$ cat src/rtl/ecap_pkg.sv
package ecap_pkg;
  localparam int NUM_CH = 4;
  localparam int SEL_W  = 2;
  localparam int CTL_W  = NUM_CH * SEL_W;

  typedef enum logic [SEL_W-1:0] {
    EDGE_OFF  = 2'b00,
    EDGE_RISE = 2'b01,
    EDGE_FALL = 2'b10,
    EDGE_ANY  = 2'b11
  } edge_sel_e;

  // Low bit of a channel's polarity field inside the control byte.
  // The shared channel sits on top; the others follow downward by index.
  function automatic int sel_lsb(input int ch);
    if (ch == NUM_CH - 1) return CTL_W - SEL_W;
    return CTL_W - 2 * SEL_W - ch * SEL_W;
  endfunction
endpackage

$ cat src/rtl/ecap_sync.sv
module ecap_sync #(
  parameter int STAGES = 2
) (
  input  logic clk,
  input  logic rst_n,
  input  logic d,
  output logic q
);
  logic [STAGES-1:0] stg_q;
  logic [STAGES-1:0] stg_d;

  always_comb begin
    stg_d = {stg_q[STAGES-2:0], d};
  end

  always_ff @(posedge clk or negedge rst_n) begin
    if (!rst_n) stg_q <= '0;
    else        stg_q <= stg_d;
  end

  assign q = stg_q[STAGES-1];
endmodule

$ cat src/rtl/ecap_edge_det.sv
module ecap_edge_det
  import ecap_pkg::*;
(
  input  logic      clk,
  input  logic      rst_n,
  input  logic      lvl,
  input  logic      arm,
  input  edge_sel_e sel,
  output logic      hit
);
  logic prev_q;
  logic prev_d;
  logic rise;
  logic fall;

  always_comb begin
    prev_d = lvl;
    rise   = lvl & ~prev_q;
    fall   = ~lvl & prev_q;
    hit    = 1'b0;
    if (arm) begin
      unique case (sel)
        EDGE_RISE: hit = rise;
        EDGE_FALL: hit = fall;
        EDGE_ANY:  hit = rise | fall;
        default:   hit = 1'b0;
      endcase
    end
  end

  always_ff @(posedge clk or negedge rst_n) begin
    if (!rst_n) prev_q <= 1'b0;
    else        prev_q <= prev_d;
  end


  off_no_hit_chk: assert property (@(posedge clk) disable iff (!rst_n)
    (sel == EDGE_OFF) |-> !hit);

  rise_level_chk: assert property (@(posedge clk) disable iff (!rst_n)
    (hit && sel == EDGE_RISE) |-> lvl);

  fall_level_chk: assert property (@(posedge clk) disable iff (!rst_n)
    (hit && sel == EDGE_FALL) |-> !lvl);
endmodule

$ cat src/rtl/ecap_slot.sv
module ecap_slot #(
  parameter int CW = 16
) (
  input  logic          clk,
  input  logic          rst_n,
  input  logic          hit,
  input  logic          clr,
  input  logic [CW-1:0] tick,
  output logic [CW-1:0] cap_q,
  output logic          flag_q
);
  logic [CW-1:0] cap_d;
  logic          flag_d;

  always_comb begin
    cap_d  = cap_q;
    flag_d = flag_q;
    if (clr) flag_d = 1'b0;
    if (hit) begin
      cap_d  = tick;
      flag_d = 1'b1;
    end
  end

  always_ff @(posedge clk or negedge rst_n) begin
    if (!rst_n) begin
      cap_q  <= '0;
      flag_q <= 1'b0;
    end else begin
      cap_q  <= cap_d;
      flag_q <= flag_d;
    end
  end


  load_chk: assert property (@(posedge clk) disable iff (!rst_n)
    hit |=> (flag_q && cap_q == $past(tick)));

  clear_chk: assert property (@(posedge clk) disable iff (!rst_n)
    (clr && !hit) |=> !flag_q);

  sticky_chk: assert property (@(posedge clk) disable iff (!rst_n)
    (!clr && !hit) |=> $stable(flag_q));
endmodule

$ cat src/rtl/edge_capture_unit.sv
module edge_capture_unit
  import ecap_pkg::*;
#(
  parameter int CW          = 16,
  parameter int SYNC_STAGES = 2
) (
  input  logic                 clk,
  input  logic                 rst_n,
  input  logic [CW-1:0]        tick_val,
  input  logic [NUM_CH-1:0]    cap_pin,
  input  logic                 ctl_wr,
  input  logic [CTL_W-1:0]     ctl_wdata,
  input  logic [NUM_CH-1:0]    flag_clr,
  input  logic                 ch4_cap_mode,
  input  logic                 ch4_irq_en,
  output logic [NUM_CH*CW-1:0] cap_val,
  output logic [NUM_CH-1:0]    cap_flag,
  output logic                 cap_irq
);
  localparam int SHARED = NUM_CH - 1;

  // Reset: asynchronous assertion, synchronous release.
  logic [1:0] rsync_q;
  logic       rst_core_n;

  always_ff @(posedge clk or negedge rst_n) begin
    if (!rst_n) rsync_q <= 2'b00;
    else        rsync_q <= {rsync_q[0], 1'b1};
  end
  assign rst_core_n = rsync_q[1];

  // Polarity control byte.
  logic [CTL_W-1:0] ctl_q;
  logic [CTL_W-1:0] ctl_d;

  always_comb begin
    ctl_d = ctl_q;
    if (ctl_wr) ctl_d = ctl_wdata;
  end

  always_ff @(posedge clk or negedge rst_core_n) begin
    if (!rst_core_n) ctl_q <= '0;
    else             ctl_q <= ctl_d;
  end

  logic [NUM_CH-1:0] arm;
  logic [NUM_CH-1:0] hit;
  logic [NUM_CH-1:0] lvl;

  for (genvar g = 0; g < NUM_CH; g++) begin : g_ch
    localparam int FL = sel_lsb(g);
    edge_sel_e sel;
    assign sel = edge_sel_e'(ctl_q[FL+SEL_W-1:FL]);

    if (g == SHARED) begin : g_shared
      assign arm[g] = (sel != EDGE_OFF) && ch4_cap_mode;
    end else begin : g_plain
      assign arm[g] = (sel != EDGE_OFF);
    end

    ecap_sync #(.STAGES(SYNC_STAGES)) u_sync (
      .clk   (clk),
      .rst_n (rst_core_n),
      .d     (cap_pin[g]),
      .q     (lvl[g])
    );

    ecap_edge_det u_det (
      .clk   (clk),
      .rst_n (rst_core_n),
      .lvl   (lvl[g]),
      .arm   (arm[g]),
      .sel   (sel),
      .hit   (hit[g])
    );

    ecap_slot #(.CW(CW)) u_slot (
      .clk    (clk),
      .rst_n  (rst_core_n),
      .hit    (hit[g]),
      .clr    (flag_clr[g]),
      .tick   (tick_val),
      .cap_q  (cap_val[g*CW +: CW]),
      .flag_q (cap_flag[g])
    );


    cap_hold_chk: assert property (@(posedge clk) disable iff (!rst_core_n)
      !arm[g] |=> $stable(cap_val[g*CW +: CW]));
  end

  always_comb begin
    cap_irq = ch4_irq_en & ch4_cap_mode & cap_flag[SHARED];
  end


  shared_gate_chk: assert property (@(posedge clk) disable iff (!rst_core_n)
    !ch4_cap_mode |=> !$rose(cap_flag[SHARED]));

  irq_qual_chk: assert property (@(posedge clk) disable iff (!rst_core_n)
    cap_irq |-> (cap_flag[SHARED] && ch4_cap_mode && ch4_irq_en));

  irq_raise_chk: assert property (@(posedge clk) disable iff (!rst_core_n)
    (ch4_irq_en && ch4_cap_mode && cap_flag[SHARED]) |-> cap_irq);
endmodule

$ cat config.mk
export PLATFORM = sky130hd
export DESIGN_NAME = edge_capture_unit
export DESIGN_NICKNAME = d
export VERILOG_FILES = /design/src/rtl/ecap_pkg.sv /design/src/rtl/ecap_sync.sv /design/src/rtl/ecap_edge_det.sv /design/src/rtl/ecap_slot.sv /design/src/rtl/edge_capture_unit.sv
export SDC_FILE = /design/constraint.sdc
export NUM_CORES = 1
export LEC_CHECK = 0
export ABC_CLOCK_PERIOD_IN_PS = 3790
export BUFFER_PORTS_ARGS = -buffer_cell sky130_fd_sc_hd__buf_4
export CAP_MARGIN = 20
export CORE_UTILIZATION = 43
export DETAILED_ROUTE_END_ITERATION = 10
export PLACE_DENSITY = 0.79
export SLEW_MARGIN = 20
export SYNTH_ARGS = -nofsm -noshare
export SYNTH_HDL_FRONTEND = slang
export SYNTH_SLANG_ARGS = --single-unit
$ cat constraint.sdc
create_clock -name clk -period 3.79 [get_ports clk]
set_input_delay 1.137 -clock clk [delete_from_list [all_inputs] [get_ports clk]]
set_output_delay 1.137 -clock clk [all_outputs]
set_load 0.01 [all_outputs]
==> results.md <==
- Sw Share: 0.2608
- Total power: 2741 uW
- Initial DRC count: 41
- Initial core utilization: 0.4469
- # placed instances: 415
- Fraction of layout cells with a size suffix above 1: 0.5758
- First-pass GRT wire length: 10590 microns
- Detailed Route WL: 6442 microns
- Reg2reg start: g_ch[2].u_det.prev_q
- Cts hold-fix bufs: 0
- WL per Instance: 14.91 microns
- Internal power: 2027 uW
- Die width: 91.62 microns
- Slew Viols, Final: 0
- CTS resizes: 0
- FP Rows: 32
- First-pass iteration count of the detailed router: 3
- GRT Overall Usage: 0.1642
- Die extent in y: 91.62 microns
- Syn Nets: 259
- Leakage power total: 0.002185 uW
- Antenna Nets Post-Route: 0
- DR vias/cell: 4.741
- Max-cap violations: 0
- Setup violations, final: 0
- Worst path cell trace: buf_4 > and3_1 > buf_4
- Minimum clock period: 2.669 ns
- Clk slew on worst S/H paths: 0.09 ns
- Mean Syn Cell Area: 16.14 sq um
- Largest stage delay, worst path: 0.15 ns
- Setup Fix Bufs, Post-CTS: 0
- Number of synthesized register bits: 90
- Post-synthesis cell type count: 15
- Peak VDD IR: 0.0002450 V
- Crit. End Element: output pin
- Worst R2R Path Depth: 6
- Pwr Density: 596.0 mW/mm^2
- GP Congestion: 0.6914
- Clk_skew: 0.01136 ns
- Number of buffers created by CTS: 9
- CP Max Fanout: 2
- CTS root buf: clkbuf_8
- Slowest cell on crit path: and3_1
- Type of origin of the critical path: input port
- Placeable Area: 0.007727 sq mm
- PortBufs: 105
- Launch point of the critical path: ch4_cap_mode
- Synthesized cell area: 0.003453 sq mm
- Grt ovf: 0
- Largest net degree at the start of global routing: 89
- FF-to-FF End: g_ch[2].u_slot.cap_q[4]
- Worst Path Arrival: 1.53 ns
- CTS Buffer Depth: 2
- Max transition margin: 0.3471
- Vias in the first global route: 2166
- Status: completed
- Period utilisation layout: 0.7042
- Hold Crit Class: reg2async
- Syn Inst Count: 214
- DRC: 0
- Yosys warns: 0
- DR vias: 2048
- DP HPWL: 4614 microns
- Die footprint: 0.008393 sq mm
- H-tree depth: 3
- Combinational share of power: 0.254
- Worst-Skew Late Latency: 0.34 ns
- Antenna violations before repair: 0
- Worst path most repeated cell: buf_4
- Kind of critical path: in2out
- Sequential power share: 0.464
- Post-route setup TNS: 0 ns
- Area Overhead vs Synth: 33.19%
- Core Util, Final: 0.5952
- RSZ-0062 raised after global routing: false
- Antenna diodes: 0
- Nets: 370
- End point of the critical path: cap_irq
- Final Hold Viols: 0
- Slew @ Worst Pin: 0.9793 ns
- Io pins: 106
- Clock Power Share: 0.282
- CTS tree: built
- Seq/Total Area, Yosys: 0.6522
- Max Fclk: 0.3747 GHz
- CP required: 2.65 ns
- P_sw: 714.9 uW
- Final cell count without fillers: 432
- R2R setup slack: 1.52 ns
- Clock sinks: 90
Yosys cell counts:
cell type | instances | area share
dfrtp_1 | 90 | 0.65
mux2_2 | 62 | 0.20
clkbuf_1 | 1 | 0.0011
mux2_1 | 10 | 0.033
a21oi_1 | 4 | 0.0058
inv_1 | 13 | 0.014
a311oi_4 | 1 | 0.0076
a31oi_2 | 3 | 0.011
buf_4 | 7 | 0.015
conb_1 | 1 | 0.0011
buf_6 | 1 | 0.0033
a21o_1 | 4 | 0.0087
and3_1 | 1 | 0.0018
nand2b_1 | 8 | 0.014
ha_1 | 8 | 0.029
logic make-up after synthesis:
kind of cell,after synthesis,synth area share
AOI/OAI and AO/OA,12,0.03297
adders and majority gates,8,0.02899
muxes,72,0.2348
and+or+nand+nor,9,0.01631
other,1,0.001086
buffers and inverters,22,0.03370
DFF,90,0.6522
per-stage QoR:
stage,cell area (sq um),hold slack (ns),setup slack (ns)
after detailed placement,4328,0.3347,1.095
after global placement,4328,0.3318,1.120
after CTS,4572,0.3537,1.119
after floorplan,3453,0.3312,1.098
final,4599,0.3034,1.121
after global routing,4599,0.3492,1.106
placed cells by master, fill, tap and decap left out, types with 4 or more instances in the layout:
master	instances
clkbuf_8	10
inv_1	13
ha_1	8
dfrtp_1	89
nand2b_1	8
buf_4	108
mux2_2	62
mux2_1	10
a21o_1	4
a21oi_1	4
registers in the layout, indices dropped and copies added, names as in the netlist:
name and cells:
g_ch.u_slot.flag_q 4, ctl_q 8, g_ch.u_sync.stg_q 8, g_ch.u_slot.cap_q 64, g_ch.u_det.prev_q 4, rsync_q 2
worst min path at each step:
stage | slack, ns | to | cells after the start | startpoint
2_1_floorplan | 0.33 | g_ch[0].u_sync.stg_q[1] | 0 | g_ch[0].u_sync.stg_q[0]
3_3_place_gp | 0.33 | g_ch[1].u_sync.stg_q[1] | 0 | g_ch[1].u_sync.stg_q[0]
3_5_place_dp | 0.33 | g_ch[1].u_sync.stg_q[1] | 0 | g_ch[1].u_sync.stg_q[0]
4_1_cts | 0.35 | g_ch[1].u_sync.stg_q[1] | 0 | g_ch[1].u_sync.stg_q[0]
5_1_grt | 0.35 | g_ch[0].u_slot.cap_q[9] | 0 | rsync_q[1]
6_report | 0.30 | g_ch[0].u_slot.cap_q[9] | 0 | rsync_q[1]
worst max-delay path: cells and delay by family:
kind	cells	cell delay, ns
and+or+nand+nor	1	0.15
buffers and inverters	2	0.24
layer usage:
layer,up-vias,share of wire,track usage
met1,1017,0.44,0.2106
li1,954,-,-
met5,-,0,0
met4,0,0.025,0.07672
met2,64,0.50,0.2694
met3,13,0.042,0.03151
power by group through the flow:
stage / logic (uW) / clock network [uW] / registers, uW
after floorplan: 255 / 0 / 1360
after global placement: 678 / 0 / 1300
after detailed placement: 695 / 0 / 1300
after CTS: 696 / 794 / 1290
after global routing: 747 / 838 / 1300
final: 696 / 774 / 1270
area by class of cell:
cell class | count | area, sq um
Sequential cell | 90 | 2256
Clock inverter | 4 | 98.84
Timing Repair Buffer | 109 | 838.3
Tap cell | 102 | 127.6
Inverter | 13 | 48.80
Multi-Input combinational cell | 102 | 1085
Fill cell | 619 | 3128
Clock buffer | 12 | 145.1
No activity file was read; power rests on OpenSTA's default activity.
